File: src/rtl/dtw_pkg.sv
package dtw_pkg;
  localparam int DW = 32;
  localparam int AW = 12;
  localparam int WIN_BITS = 5;                 // 32-byte timer window
  localparam logic [AW-1:WIN_BITS] WIN_T0 = '0;
  localparam logic [AW-1:WIN_BITS] WIN_T1 = 1;
  localparam logic [AW-1:WIN_BITS] WIN_ID = '1; // 0xFE0..0xFFF
  localparam logic [AW-1:2] TEST_W0 = 10'h3C0;  // 0xF00
  localparam logic [AW-1:2] TEST_W1 = 10'h3C1;  // 0xF04

  typedef enum logic [2:0] {
    W_RELOAD = 3'd0,
    W_COUNT  = 3'd1,
    W_CFG    = 3'd2,
    W_CLR    = 3'd3,
    W_RAW    = 3'd4,
    W_MASKED = 3'd5
  } word_e;

  typedef enum logic [2:0] {
    RG_NONE, RG_T0, RG_T1, RG_TEST, RG_ID
  } region_e;

  localparam int CFG_RUN    = 0;
  localparam int CFG_IRQEN  = 1;
  localparam int CFG_SINGLE = 2;

  // Identification byte for table slot idx; the low four come from a parameter.
  function automatic logic [7:0] id_byte(input logic [2:0] idx, input logic [31:0] low4);
    logic [7:0] b;
    case (idx)
      3'd4:    b = 8'h0D;
      3'd5:    b = 8'hF0;
      3'd6:    b = 8'h05;
      3'd7:    b = 8'hB1;
      default: b = low4[{idx[1:0], 3'b000} +: 8];
    endcase
    return b;
  endfunction
endpackage

File: src/rtl/dtw_decode.sv
module dtw_decode
  import dtw_pkg::*;
(
  input  logic [AW-1:0] addr,
  output region_e       region,
  output logic [2:0]    word
);
  always_comb begin
    word = addr[4:2];
    if (addr[AW-1:WIN_BITS] == WIN_T0)       region = RG_T0;
    else if (addr[AW-1:WIN_BITS] == WIN_T1)  region = RG_T1;
    else if (addr[AW-1:WIN_BITS] == WIN_ID)  region = RG_ID;
    else if (addr[AW-1:2] == TEST_W0 || addr[AW-1:2] == TEST_W1) region = RG_TEST;
    else region = RG_NONE;
  end
endmodule

File: src/rtl/dtw_countdown.sv
module dtw_countdown
  import dtw_pkg::*;
#(
  parameter int CW = 32
) (
  input  logic          clk,
  input  logic          rst_n,
  input  logic          wr_en,
  input  logic [2:0]    word,
  input  logic [DW-1:0] wdata,
  input  logic          tick,
  output logic [DW-1:0] rdata,
  output logic          irq
);
  logic [CW-1:0] reload_q, cnt_q;
  logic run_q, irqen_q, single_q, raw_q;
  logic step, expire;

  assign step   = tick && run_q;
  assign expire = step && (cnt_q == '0);

  always_ff @(posedge clk) begin
    if (!rst_n) begin
      reload_q <= '0;
      cnt_q    <= '0;
      run_q    <= 1'b0;
      irqen_q  <= 1'b0;
      single_q <= 1'b0;
      raw_q    <= 1'b0;
    end else begin
      if (expire) begin
        raw_q <= 1'b1;
        if (single_q) run_q <= 1'b0;
        else          cnt_q <= reload_q;
      end else if (step) begin
        cnt_q <= cnt_q - 1'b1;
      end
      if (wr_en) begin
        case (word)
          W_RELOAD: begin
            reload_q <= wdata[CW-1:0];
            cnt_q    <= wdata[CW-1:0];
          end
          W_CFG: begin
            run_q    <= wdata[CFG_RUN];
            irqen_q  <= wdata[CFG_IRQEN];
            single_q <= wdata[CFG_SINGLE];
          end
          W_CLR:   if (!expire) raw_q <= 1'b0;
          default: ;
        endcase
      end
    end
  end

  assign irq = raw_q && irqen_q;

  always_comb begin
    rdata = '0;
    case (word)
      W_RELOAD: rdata[CW-1:0] = reload_q;
      W_COUNT:  rdata[CW-1:0] = cnt_q;
      W_CFG:    rdata[2:0]    = {single_q, irqen_q, run_q};
      W_RAW:    rdata[0]      = raw_q;
      W_MASKED: rdata[0]      = irq;
      default:  rdata = '0;
    endcase
  end

  // periodic expiry reloads the count
  p_reload_on_expiry_r9: assert property (@(posedge clk) disable iff (!rst_n)
    (expire && !single_q && !wr_en) |=> (cnt_q == $past(reload_q)));
  // single-shot expiry stops the timer at zero
  p_single_stops_r10: assert property (@(posedge clk) disable iff (!rst_n)
    (expire && single_q && !wr_en) |=> (!run_q && cnt_q == '0));
  // no tick, no movement
  p_hold_without_tick_r8: assert property (@(posedge clk) disable iff (!rst_n)
    (!step && !wr_en) |=> $stable(cnt_q));
  // expiry always leaves the raw flag set
  p_flag_on_expiry_r11: assert property (@(posedge clk) disable iff (!rst_n)
    expire |=> raw_q);
endmodule

File: src/rtl/dual_timer_wrap.sv
module dual_timer_wrap
  import dtw_pkg::*;
#(
  parameter logic [31:0] ID_LOW = 32'h0014_1804,
  parameter int          CW     = 32
) (
  input  logic          clk,
  input  logic          rst_n,
  input  logic          bus_sel,
  input  logic          bus_wr,
  input  logic [11:0]   bus_addr,
  input  logic [31:0]   bus_wdata,
  output logic [31:0]   bus_rdata,
  input  logic [1:0]    tick,
  output logic [1:0]    irq_unit,
  output logic          irq_any
);
  localparam int NUNITS = 2;

  region_e    region;
  logic [2:0] word;
  logic [NUNITS-1:0] unit_hit, unit_we;
  logic [DW-1:0] unit_rd [NUNITS];

  dtw_decode dec_i (.addr(bus_addr), .region(region), .word(word));

  assign unit_hit[0] = (region == RG_T0);
  assign unit_hit[1] = (region == RG_T1);

  for (genvar u = 0; u < NUNITS; u++) begin : g_unit
    assign unit_we[u] = bus_sel && bus_wr && unit_hit[u];
    dtw_countdown #(.CW(CW)) tmr_i (
      .clk(clk), .rst_n(rst_n), .wr_en(unit_we[u]), .word(word),
      .wdata(bus_wdata), .tick(tick[u]), .rdata(unit_rd[u]), .irq(irq_unit[u])
    );
  end

  assign irq_any = |irq_unit;

  always_comb begin
    bus_rdata = '0;
    if (bus_sel && !bus_wr) begin
      case (region)
        RG_T0:   bus_rdata = unit_rd[0];
        RG_T1:   bus_rdata = unit_rd[1];
        RG_ID:   bus_rdata = {24'd0, id_byte(word, ID_LOW)};
        default: bus_rdata = '0;
      endcase
    end
  end

  // at most one timer sees a write strobe, none outside the windows
  p_one_strobe_r5: assert property (@(posedge clk) disable iff (!rst_n)
    $onehot0(unit_we) && ((region == RG_NONE || region == RG_TEST) -> unit_we == '0));
  // test words read zero
  p_test_zero_r4: assert property (@(posedge clk) disable iff (!rst_n)
    (bus_sel && region == RG_TEST) |-> (bus_rdata == '0));
  // identification reads are zero-extended bytes
  p_id_byte_wide_r3: assert property (@(posedge clk) disable iff (!rst_n)
    (bus_sel && !bus_wr && region == RG_ID) |-> (bus_rdata[31:8] == '0));
  // combined line follows either timer
  p_merge_r6: assert property (@(posedge clk) disable iff (!rst_n)
    (irq_unit != 2'b00) |-> irq_any);
endmodule

File: config.mk
export PLATFORM = sky130hd
export DESIGN_NAME = dual_timer_wrap
export DESIGN_NICKNAME = d
export VERILOG_FILES = /design/src/rtl/dtw_pkg.sv /design/src/rtl/dtw_decode.sv /design/src/rtl/dtw_countdown.sv /design/src/rtl/dual_timer_wrap.sv
export SDC_FILE = /design/constraint.sdc
export NUM_CORES = 1
export LEC_CHECK = 0
export ABC_CLOCK_PERIOD_IN_PS = 4300
export CORE_MARGIN = 5
export CORE_UTILIZATION = 30
export CTS_BUF_LIST = sky130_fd_sc_hd__clkbuf_2 sky130_fd_sc_hd__clkbuf_4 sky130_fd_sc_hd__clkbuf_8
export CTS_CLUSTER_DIAMETER = 60
export DETAILED_ROUTE_END_ITERATION = 10
export SYNTH_ARGS = -nofsm -noshare
export SYNTH_HDL_FRONTEND = slang
export SYNTH_HIERARCHICAL = 1
export SYNTH_SLANG_ARGS = --single-unit
export TNS_END_PERCENT = 5
File: constraint.sdc
create_clock -name clk -period 4.3 [get_ports clk]
set_clock_uncertainty 0.1 [all_clocks]
set_input_delay 0.86 -clock clk [delete_from_list [all_inputs] [get_ports clk]]
set_output_delay 0.86 -clock clk [all_outputs]
set_load 0.05 [all_outputs]
==> key figures <==
Power
  • Pwr Density: 217 nW/um2
  • Overall power: about 2600 uW
  • Worst vdd ir: 0.166 mV
  • Leakage power: 0.00404 uW

GRT
  • First-pass GRT wire length: 51.4 mm
  • GR Util met3: 3.13%
  • Total grt overflow: 0
  • Antenna violations before repair: 0
  • All-Layer GR Usage: 19.0%
  • GR peak layer: met2
  • Number of global-route vias before repair: 8780
  • Met2 Usage GRT: between 20 and 30%
  • Met1 GRT Util: between 20% and 30%
  • Pin count of the biggest net entering global routing: 75

Hold path
  • Worst Hold Launch: g_unit[1].tmr_i/reload_q[29]$_SDFFE_PN0P_
  • Worst Hold Path Cells: 2
  • Hold Crit Class: reg2reg
  • WHS Endpoint: g_unit[1].tmr_i/reload_q[29]$_SDFFE_PN0P_

Logic synthesis
  • Cell count after synthesis: 1143
  • Number of enable flip-flop cells after synthesis: 0
  • Synth top area share: 29.4%
  • Area leader, netlist: dfxtp_1
  • Fraction of registers with async set/reset: 0%
  • Distinct cell type count after synthesis: 86
  • Predominant post-synthesis flop cell: dfxtp_1
  • Register area share after synthesis: 29.4%
  • Synthesized area: 9250 um2
  • Syn_nets: 1199
  • Synthesized flop and latch total: 136
  • Post-synth top cells: 175 x nand2_1, 136 x dfxtp_1, 75 x a21oi_1, 59 x clkbuf_1, 58 x a22o_1
  • Yosys warning total: 6
  • Mean Syn Cell Area: 8.09 um2
  • Synth top area cells: dfxtp_1 29%, nand2_1 7.1%, a22o_1 5.5%
  • Most common cell in the netlist: nand2_1

STA
  • Final hold viol count: 0
  • Slew margin rel.: 20.2%
  • Final worst path period share: a little over nine tenths
  • Final WS setup: roughly 0.11 ns
  • Final Critical Period: 4.19 ns
  • Unrepaired setup endpoints after global routing: no
  • Slew @ Worst Pin: 1.20 ns
  • Final Setup Violations: 0
  • Final slew viol count: 0
  • Max Clock Freq: 0.238 GHz
  • Min Hold Slack: around 0.37 ns

Worst setup path
  • CP Data Arrival Time: 3.23 ns
  • R2R Setup Slk: 1.58 ns
  • Worst Setup End Kind: output port
  • Worst r2r src: g_unit[1].tmr_i/cnt_q[15]$_SDFF_PN0_
  • Worst r2r path cells: 5
  • Worst path required time: 3.34 ns
  • Setup CP Type: in2out
  • FF-to-FF End: g_unit[1].tmr_i/cnt_q[9]$_SDFF_PN0_
  • Crit path max fanout: 10
  • CP Launch Type: input port

Cells and area
  • Nets: 1281
  • N_diodes: 0
  • Filler Cell Count: 3056
  • Multi-input gate area: 6230 um2
  • Share of cells above drive strength 1: 21.6%
  • Layout area overhead: 27.9%
  • Finished Core Util: 38.8%
  • Register area: 2720 um2

Placed design
  • DP HPWL: 23.5 mm
  • PortBufs: 82
  • RePlAce Congestion: 0.895
  • Dpl ws: -0.409 ns

Floorplanning
  • Die area: around 34000 um2
  • Core box area: about 31000 um2
  • Die height: 186 um
  • Num ports: 85
  • Initial Utilization: 30.3%
  • # rows: 64
  • Width of the chip: 186 um

CTS
  • Clk slew on worst S/H paths: 0.08 ns
  • Clock latency at the later pin of the worst-skew pair: 0.46 ns
  • CTS Buffer Depth: 2
  • CTS sink cnt: 136
  • H-tree Lvls: 4
  • TritonCTS Buffers: 17
  • Root Buffer: clkbuf_8
  • CTS tree: built
  • Hold Buf Count CTS: 0

Drt
  • Via count: 9554
  • First-pass DRT Iterations: 5
  • Via density: 5.85
  • DRC errors left: 0
  • Post-Route WL: 33.9 mm
  • Antenna-violating nets left: 0
  • Initial drt markers: about 890
  • Routed len/inst: just over 20 um

Flow run
  • Maxcap violations: 0

Outcome
  • Status: complete, no violations
==> per-layer routing <==
metal  up-vias  share of wire, %  routed length (um)
li1       4428                 -                   -
met1      4616                44               15000
met2       442                45               15100
met3        68               7.8                2660
met4         0               3.2                1090
met5         -                 0                   0
==> power by group <==
part           internal, uW  leakage [uW]  switching [uW]  total [uW]
Clock                   583      0.000204             525        1110
Sequential             1260       0.00110           0.635        1260
Combinational          76.4       0.00274             127         203
==> cells in the final DEF, fill, tap and decap left out, types with 8 or more instances in the layout <==
cell type,n
a22oi_2,22
dfxtp_1,135
nor3_2,27
o31ai_1,10
xnor2_1,13
nand4_1,13
nor2_1,45
nor4_1,20
mux2_2,15
o211ai_1,8
nor2b_1,13
nor3_1,33
xor2_1,14
buf_12,42
nand2_1,175
mux2i_1,27
buf_4,61
o21ai_0,46
clkbuf_8,21
a21oi_1,75
a31oi_1,9
clkdlybuf4s50_1,42
inv_1,14
and3_1,8
o21ai_1,12
a22o_1,58
nand3_1,31
a211oi_1,17
a32o_1,9
or3_1,14
a21boi_0,36
and3b_1,10
==> cell type report <==
type	instances	area share, %
inverters	15	0.476
well taps	396	4.19
multi-input cells	896	52.7
repair buffers	159	16.3
clock inverters	8	0.804
clock buffers	23	2.57
flip-flops and latches	136	23.0
==> sequential cells by signal, indices dropped and copies added (netlist names) <==
register               flops
g_unit.tmr_i/cnt_q        64
g_unit.tmr_i/reload_q     64
g_unit.tmr_i/irqen_q       2
g_unit.tmr_i/raw_q         2
g_unit.tmr_i/run_q         2
g_unit.tmr_i/single_q      2
==> critical path, stage by stage <==
cell,delay [ns]
dlygate4sd2_1,0.24
or2_1,0.24
or3_4,0.35
a211oi_4,0.24
buf_4,0.21
buf_4,0.14
nor3b_4,0.05
buf_12,0.15
a22oi_1,0.32
a211oi_4,0.11
buf_4,0.20
buf_12,0.14
==> cell families (layout without fill, tap and decap cells) <==
logic type / Yosys count / in the layout / synth area share [%]
compound gates: 363 / 363 / 28.7
mux: 42 / 42 / 4.75
fa+ha+maj: 6 / 6 / 0.812
simple gates: 456 / 457 / 27.9
flops: 136 / 136 / 29.4
xor+xnor: 28 / 28 / 2.65
buf+inv: 112 / 205 / 5.82
==> repair_timing <==
item / in CTS / in global routing
pin swaps: 8 / 11
gates cloned: 3 / 1
setup endpoints to repair: 32 / 32
resized for setup: 25 / 24
buffers inserted: 7 / 10
==> worst max-delay path by stage <==
| stage | from | endpoint | slack, ns |
|---|---|---|---|
| after CTS | bus_addr[11] | bus_rdata[1] | -0.06 |
| final | bus_addr[3] | bus_rdata[7] | 0.11 |
| after global placement | bus_addr[10] | bus_rdata[31] | -0.31 |
| after detailed placement | bus_addr[10] | bus_rdata[31] | -0.41 |
| after global routing | bus_addr[6] | bus_rdata[4] | 0.02 |
| after floorplan | bus_addr[3] | bus_rdata[5] | -0.31 |
==> through the flow <==
stage,instances,setup TNS (ns),instance area [um2]
3_3_place_gp,1582,-11.64,11000
3_5_place_dp,1582,-17.81,11000
6_report,1633,0,11800
5_1_grt,1633,0,11800
4_1_cts,1623,-0.151,11600
2_1_floorplan,1143,-2.15,9260
No activity file was read; power rests on OpenSTA's default activity.
